===== config.mk =====
export PLATFORM = sky130hd
export DESIGN_NAME = adc_result_buffer
export DESIGN_NICKNAME = d
export VERILOG_FILES = /design/src/rtl/adcb_pkg.sv /design/src/rtl/adcb_slot.sv /design/src/rtl/adcb_hold.sv /design/src/rtl/adcb_inj_gate.sv /design/src/rtl/adc_result_buffer.sv
export SDC_FILE = /design/constraint.sdc
export NUM_CORES = 1
export LEC_CHECK = 0
export BUFFER_PORTS_ARGS = -buffer_cell sky130_fd_sc_hd__buf_2
export CORE_MARGIN = 5
export CORE_UTILIZATION = 45
export DETAILED_ROUTE_END_ITERATION = 8
export GPL_ROUTABILITY_DRIVEN = 0
export GPL_TIMING_DRIVEN = 0
export PLACE_DENSITY = 0.71
export SLEW_MARGIN = 20
export SYNTH_ARGS = -nofsm -noshare
export SYNTH_HDL_FRONTEND = slang
export SYNTH_HIERARCHICAL = 1
export SYNTH_SLANG_ARGS = --single-unit

===== constraint.sdc =====
create_clock -name clk -period 2.4 [get_ports clk]
set_input_delay 0.6 -clock clk [delete_from_list [all_inputs] [get_ports clk]]
set_output_delay 0.6 -clock clk [all_outputs]
set_load 0.01 [all_outputs]

===== src/rtl/adcb_pkg.sv =====
package adcb_pkg;
  // A result register can take a new value this cycle if empty or being read now.
  function automatic logic slot_free(input logic valid, input logic rd);
    return !valid || rd;
  endfunction

  // The parked result leaves the slot when its own register is read.
  function automatic logic hold_drains(input logic full, input logic is_inj,
                                       input logic rd_s, input logic rd_i);
    return full && (is_inj ? rd_i : rd_s);
  endfunction
endpackage


===== src/rtl/adcb_slot.sv =====
module adcb_slot #(
  parameter int DW = 12
) (
  input  logic          clk,
  input  logic          rst_n,
  input  logic          rd,
  input  logic          wr,
  input  logic [DW-1:0] wr_data,
  output logic [DW-1:0] data,
  output logic          valid,
  output logic          irq
);
  always_ff @(posedge clk or negedge rst_n) begin
    if (!rst_n) begin
      data  <= '0;
      valid <= 1'b0;
      irq   <= 1'b0;
    end else begin
      irq <= wr;
      if (wr) begin
        data  <= wr_data;
        valid <= 1'b1;
      end else if (rd) begin
        valid <= 1'b0;
      end
    end
  end

  // an interrupt is always accompanied by fresh valid data
  a_r2_irq_has_data: assert property (@(posedge clk) disable iff (!rst_n)
    irq |-> valid);
  // a read without a concurrent write leaves the register empty
  a_r11_read_clears: assert property (@(posedge clk) disable iff (!rst_n)
    (rd && !wr) |=> !valid);
endmodule


===== src/rtl/adcb_hold.sv =====
module adcb_hold #(
  parameter int DW = 12
) (
  input  logic          clk,
  input  logic          rst_n,
  input  logic          flush,
  input  logic          load,
  input  logic          load_inj,
  input  logic [DW-1:0] load_data,
  input  logic          drain,
  output logic          full,
  output logic          is_inj,
  output logic [DW-1:0] data
);
  always_ff @(posedge clk or negedge rst_n) begin
    if (!rst_n) begin
      full   <= 1'b0;
      is_inj <= 1'b0;
      data   <= '0;
    end else if (flush) begin
      full <= 1'b0;
    end else if (load) begin
      full   <= 1'b1;
      is_inj <= load_inj;
      data   <= load_data;
    end else if (drain) begin
      full <= 1'b0;
    end
  end

  // an occupied slot is never overwritten unless it empties that cycle
  a_r5_no_overwrite: assert property (@(posedge clk) disable iff (!rst_n)
    (full && !drain && !flush) |-> !load);
  // a flush always empties the slot
  a_r9_flush_empties: assert property (@(posedge clk) disable iff (!rst_n)
    flush |=> !full);
endmodule


===== src/rtl/adcb_inj_gate.sv =====
module adcb_inj_gate (
  input  logic clk,
  input  logic rst_n,
  input  logic enable,
  input  logic req,
  input  logic blocked,
  output logic start
);
  logic pend;
  logic fire;

  assign fire = pend && enable && !blocked;

  always_ff @(posedge clk or negedge rst_n) begin
    if (!rst_n) begin
      pend  <= 1'b0;
      start <= 1'b0;
    end else begin
      start <= fire;
      if (!enable)      pend <= 1'b0;
      else if (req)     pend <= 1'b1;
      else if (fire)    pend <= 1'b0;
    end
  end

  // a start never issues out of a suspended or disabled cycle
  a_r10_start_gated: assert property (@(posedge clk) disable iff (!rst_n)
    start |-> ($past(enable) && !$past(blocked)));
endmodule


===== src/rtl/adc_result_buffer.sv =====
module adc_result_buffer #(
  parameter int DW = 12
) (
  input  logic          clk,
  input  logic          rst_n,
  input  logic          hold_mode,
  input  logic          cnv_done,
  input  logic          cnv_inj,
  input  logic [DW-1:0] cnv_data,
  input  logic          inj_req,
  input  logic          rd_std,
  input  logic          rd_inj,
  output logic [DW-1:0] std_data,
  output logic          std_valid,
  output logic          std_irq,
  output logic [DW-1:0] inj_data,
  output logic          inj_valid,
  output logic          inj_irq,
  output logic          suspend,
  output logic          inj_start
);
  import adcb_pkg::*;

  logic          h_full, h_inj;
  logic [DW-1:0] h_data;

  // Named internal events
  logic drain, drain_std, drain_inj;
  logic accept, direct_std, direct_inj, to_hold;
  logic wr_std, wr_inj;
  logic [DW-1:0] wr_std_data, wr_inj_data;

  always_comb begin
    drain     = hold_mode && hold_drains(h_full, h_inj, rd_std, rd_inj);
    drain_std = drain && !h_inj;
    drain_inj = drain && h_inj;
    // injected results exist only in hold-for-read mode
    accept    = cnv_done && (!cnv_inj || hold_mode);
    direct_std = accept && !cnv_inj &&
                 (!hold_mode || (slot_free(std_valid, rd_std) && !drain_std));
    direct_inj = accept && cnv_inj &&
                 slot_free(inj_valid, rd_inj) && !drain_inj;
    to_hold   = accept && hold_mode && !direct_std && !direct_inj &&
                (!h_full || drain);
    wr_std      = drain_std || direct_std;
    wr_inj      = drain_inj || direct_inj;
    wr_std_data = drain_std ? h_data : cnv_data;
    wr_inj_data = drain_inj ? h_data : cnv_data;
  end

  adcb_slot #(.DW(DW)) u_std (
    .clk(clk), .rst_n(rst_n), .rd(rd_std), .wr(wr_std), .wr_data(wr_std_data),
    .data(std_data), .valid(std_valid), .irq(std_irq));

  adcb_slot #(.DW(DW)) u_inj (
    .clk(clk), .rst_n(rst_n), .rd(rd_inj), .wr(wr_inj), .wr_data(wr_inj_data),
    .data(inj_data), .valid(inj_valid), .irq(inj_irq));

  adcb_hold #(.DW(DW)) u_hold (
    .clk(clk), .rst_n(rst_n), .flush(!hold_mode), .load(to_hold),
    .load_inj(cnv_inj), .load_data(cnv_data), .drain(drain),
    .full(h_full), .is_inj(h_inj), .data(h_data));

  assign suspend = h_full;

  adcb_inj_gate u_gate (
    .clk(clk), .rst_n(rst_n), .enable(hold_mode), .req(inj_req),
    .blocked(h_full), .start(inj_start));

  // a read that releases a parked injected result re-raises its interrupt
  a_r6_reraise_inj: assert property (@(posedge clk) disable iff (!rst_n)
    (hold_mode && suspend && h_inj && rd_inj) |=> (inj_irq && inj_valid));
  // same for ordinary results
  a_r7_reraise_std: assert property (@(posedge clk) disable iff (!rst_n)
    (hold_mode && suspend && !h_inj && rd_std) |=> (std_irq && std_valid));
  // no injection interrupt while hold-for-read is off
  a_r4_no_inj_irq: assert property (@(posedge clk) disable iff (!rst_n)
    !hold_mode |=> !inj_irq);
  // disabling hold-for-read releases a suspended engine
  a_r9_release: assert property (@(posedge clk) disable iff (!rst_n)
    !hold_mode |=> !suspend);
  // parking a result raises no interrupt
  a_r5_park_silent: assert property (@(posedge clk) disable iff (!rst_n)
    (to_hold && !drain) |=> (!std_irq && !inj_irq && suspend));
endmodule


==> results.json <==
{
  "status": "finished clean",
  "area_growth_pct": 20.4,
  "tightest_slew_ns": 0.562,
  "fin_ws_ns": 0.217,
  "fin_hold_ws_ns": 0.288,
  "drt_pre_antenna_iters": 4,
  "n_fill_cell": 408,
  "synthCells": 138,
  "grtUsageTotal_pct": 14.6,
  "ys_top_cells_by_area": "dfrtp_1, mux2_4, mux2_2",
  "syn-cell-area_um2": 2220,
  "powerDensity_nw_per_um2": 785,
  "post-route-min-period_ns": 2.18,
  "hpwl_mm": 3.18,
  "antenna_found_initial": 0,
  "arrival_ns": 2.36,
  "routedWlPerCell_um": 17.3,
  "postRouteAntennaNets": 0,
  "cts_root_buf": "clkbuf_8",
  "antenna_cells": 0,
  "clk_pin_slew_worst_paths_ns": 0.09,
  "vdd_drop_max_v": 0.000424,
  "yosysWarnings": 6,
  "numCtsBuffers": 5,
  "rsz0062_at_grt": "no",
  "yosysSeqAreaShare_pct": 49.6,
  "reg_top3": "u_hold/data (12), u_inj/data (12), u_std/data (12)",
  "reg2reg_from": "u_hold/full",
  "syn_area_per_cell_um2": 16.1,
  "grt-ovfl-total": 0,
  "drcViolationCount": 0,
  "die_x_um": 80.2,
  "portBuffers": 49,
  "first_iter_violations": 38,
  "grt_pass1_vias": 1431,
  "cts-hold-fix-buffers": 0,
  "synth.top_cell.area_share_pct": 49.6,
  "drv_slew": 0,
  "r2r_end": "u_hold/data[9]",
  "synth_nets": 158,
  "worstSetupPathType": "reg -> reg",
  "endpoint_kind": "flip-flop",
  "dieArea_um2": 6440,
  "synth_commonest_cells": "mux2_4, dfrtp_1, mux2_2",
  "p_leak_nw": 1.37,
  "required_ns": 2.58,
  "cts_buffer_depth": 2,
  "finalSetupViolations": 0,
  "cts_resized": 0,
  "synthDistinctLibCells": 20,
  "synthArstFlopShare_pct": 100,
  "yosysTopAreaCell": "dfrtp_1",
  "rows": 25,
  "cp-start-kind": "flip-flop",
  "drt-vias-per-instance": 4.94,
  "cts_tree": "done",
  "start_util_pct": 46.7,
  "power_mw": 2.10,
  "max_cap_violations": 0,
  "dp_slack_ns": 0.0454,
  "die_h_um": 80.2,
  "rr_worst_depth": 6,
  "drive_gt1_share_pct": 65.6,
  "worstSetupEndpoint": "u_hold/data[9]",
  "insertion_delay_ns": 0.29,
  "ys_seq_elements": 44,
  "min_path_type": "in -> async",
  "synth-edff-count": 0,
  "max_freq_mhz": 458,
  "nNetsFinal": 214,
  "setup_tns_ns": 0,
  "synth_most_common_cell": "mux2_4",
  "ys.flop_type": "dfrtp_1",
  "r2r_slack_ns": 0.22,
  "htree_levels": 2,
  "grt_pass1_wl_mm": 7.14,
  "fin_skew_ns": 0.00604,
  "hold_viol": 0,
  "num_vias": 1293,
  "io_pins": 50,
  "crit_fanout": 10,
  "drt-total-wl_mm": 4.53,
  "clock_sinks": 44,
  "grt_max_degree": 45,
  "core_area_um2": 4750,
  "min_period_over_period_pct": 91.0,
  "post_cts_buffers": 0,
  "slew_headroom_pct": 62.5,
  "startpoint": "u_hold/full"
}
[cell families (layout without fill, tap and decap cells)]
logic type / Yosys count / after routing / synth area share, %
compound gates: 7 / 7 / 2.37
buf+inv: 10 / 67 / 3.78
flops: 44 / 44 / 49.6
mux: 62 / 62 / 39.0
simple gates: 15 / 15 / 5.24
[how the worst min path moves through the flow]
stage	end	slack [ns]	cells after the start
2_1_floorplan	u_gate/pend	0.30	0
3_3_place_gp	u_gate/start	0.48	2
3_5_place_dp	u_std/data[3]	0.49	1
4_1_cts	u_hold/data[2]	0.49	1
5_1_grt	u_std/data[2]	0.33	1
6_report	u_std/data[2]	0.29	1
[metal layers]
layer | track usage (%) | up-vias | routed length (um)
met5 | 0 | - | 0
met4 | 3.55 | 0 | 16
met3 | 4.48 | 2 | 237
met2 | 23.1 | 37 | 2210
met1 | 19.4 | 648 | 2070
li1 | - | 606 | -
[layout by cell type (no fill, tap or decap)]
cell type / count
buf_2: 48
mux2_4: 45
dfrtp_1: 44
mux2_2: 16
clkbuf_8: 6
inv_1: 5
nand2_1: 5
buf_6: 4
nor2_1: 2
nor2b_1: 2
nand2b_1: 2
a21oi_1: 2
a21o_2: 2
nand4_4: 1
nand4b_4: 1
mux2i_1: 1
o21ai_0: 1
a32oi_1: 1
o2111a_1: 1
nand4_1: 1
clkinv_4: 1
bufinv_16: 1
buf_4: 1
nor2b_4: 1
buf_12: 1
[area by class of cell]
| cell class | instances | area, um2 | area share (%) |
|---|---|---|---|
| Tap cell | 67 | 83.8 | 3.14 |
| Multi-Input combinational cell | 84 | 1030 | 38.7 |
| Sequential cell | 44 | 1100 | 41.2 |
| Inverter | 5 | 18.8 | 0.702 |
| Clock buffer | 6 | 82.6 | 3.09 |
| Buffer | 5 | 65.1 | 2.43 |
| Clock inverter | 2 | 38.8 | 1.45 |
| Timing Repair Buffer | 49 | 248 | 9.27 |
[metrics by stage]
step	util [%]	cell area, um2	instances
floorplan	-	2220	138
global placement	53.6	2550	254
detailed placement	53.6	2550	254
CTS	56.2	2670	262
global route	56.2	2670	262
finish	56.2	2670	262
[worst max-delay path, cell delays in order, from the launching register on]
cell and delay, ns:
dfrtp_1 0.56, nand4_4 0.22, a32oi_1 0.31, o2111a_1 0.26, nor2b_4 0.23, buf_12 0.18
mux2_4 0.30
[report_power, final]
| group | total (mW) | internal (mW) | switching [mW] |
|---|---|---|---|
| combinational | 0.495 | 0.303 | 0.192 |
| sequential | 1.00 | 0.894 | 0.106 |
| clock | 0.602 | 0.341 | 0.261 |
No activity file was read; power rests on OpenSTA's default activity.
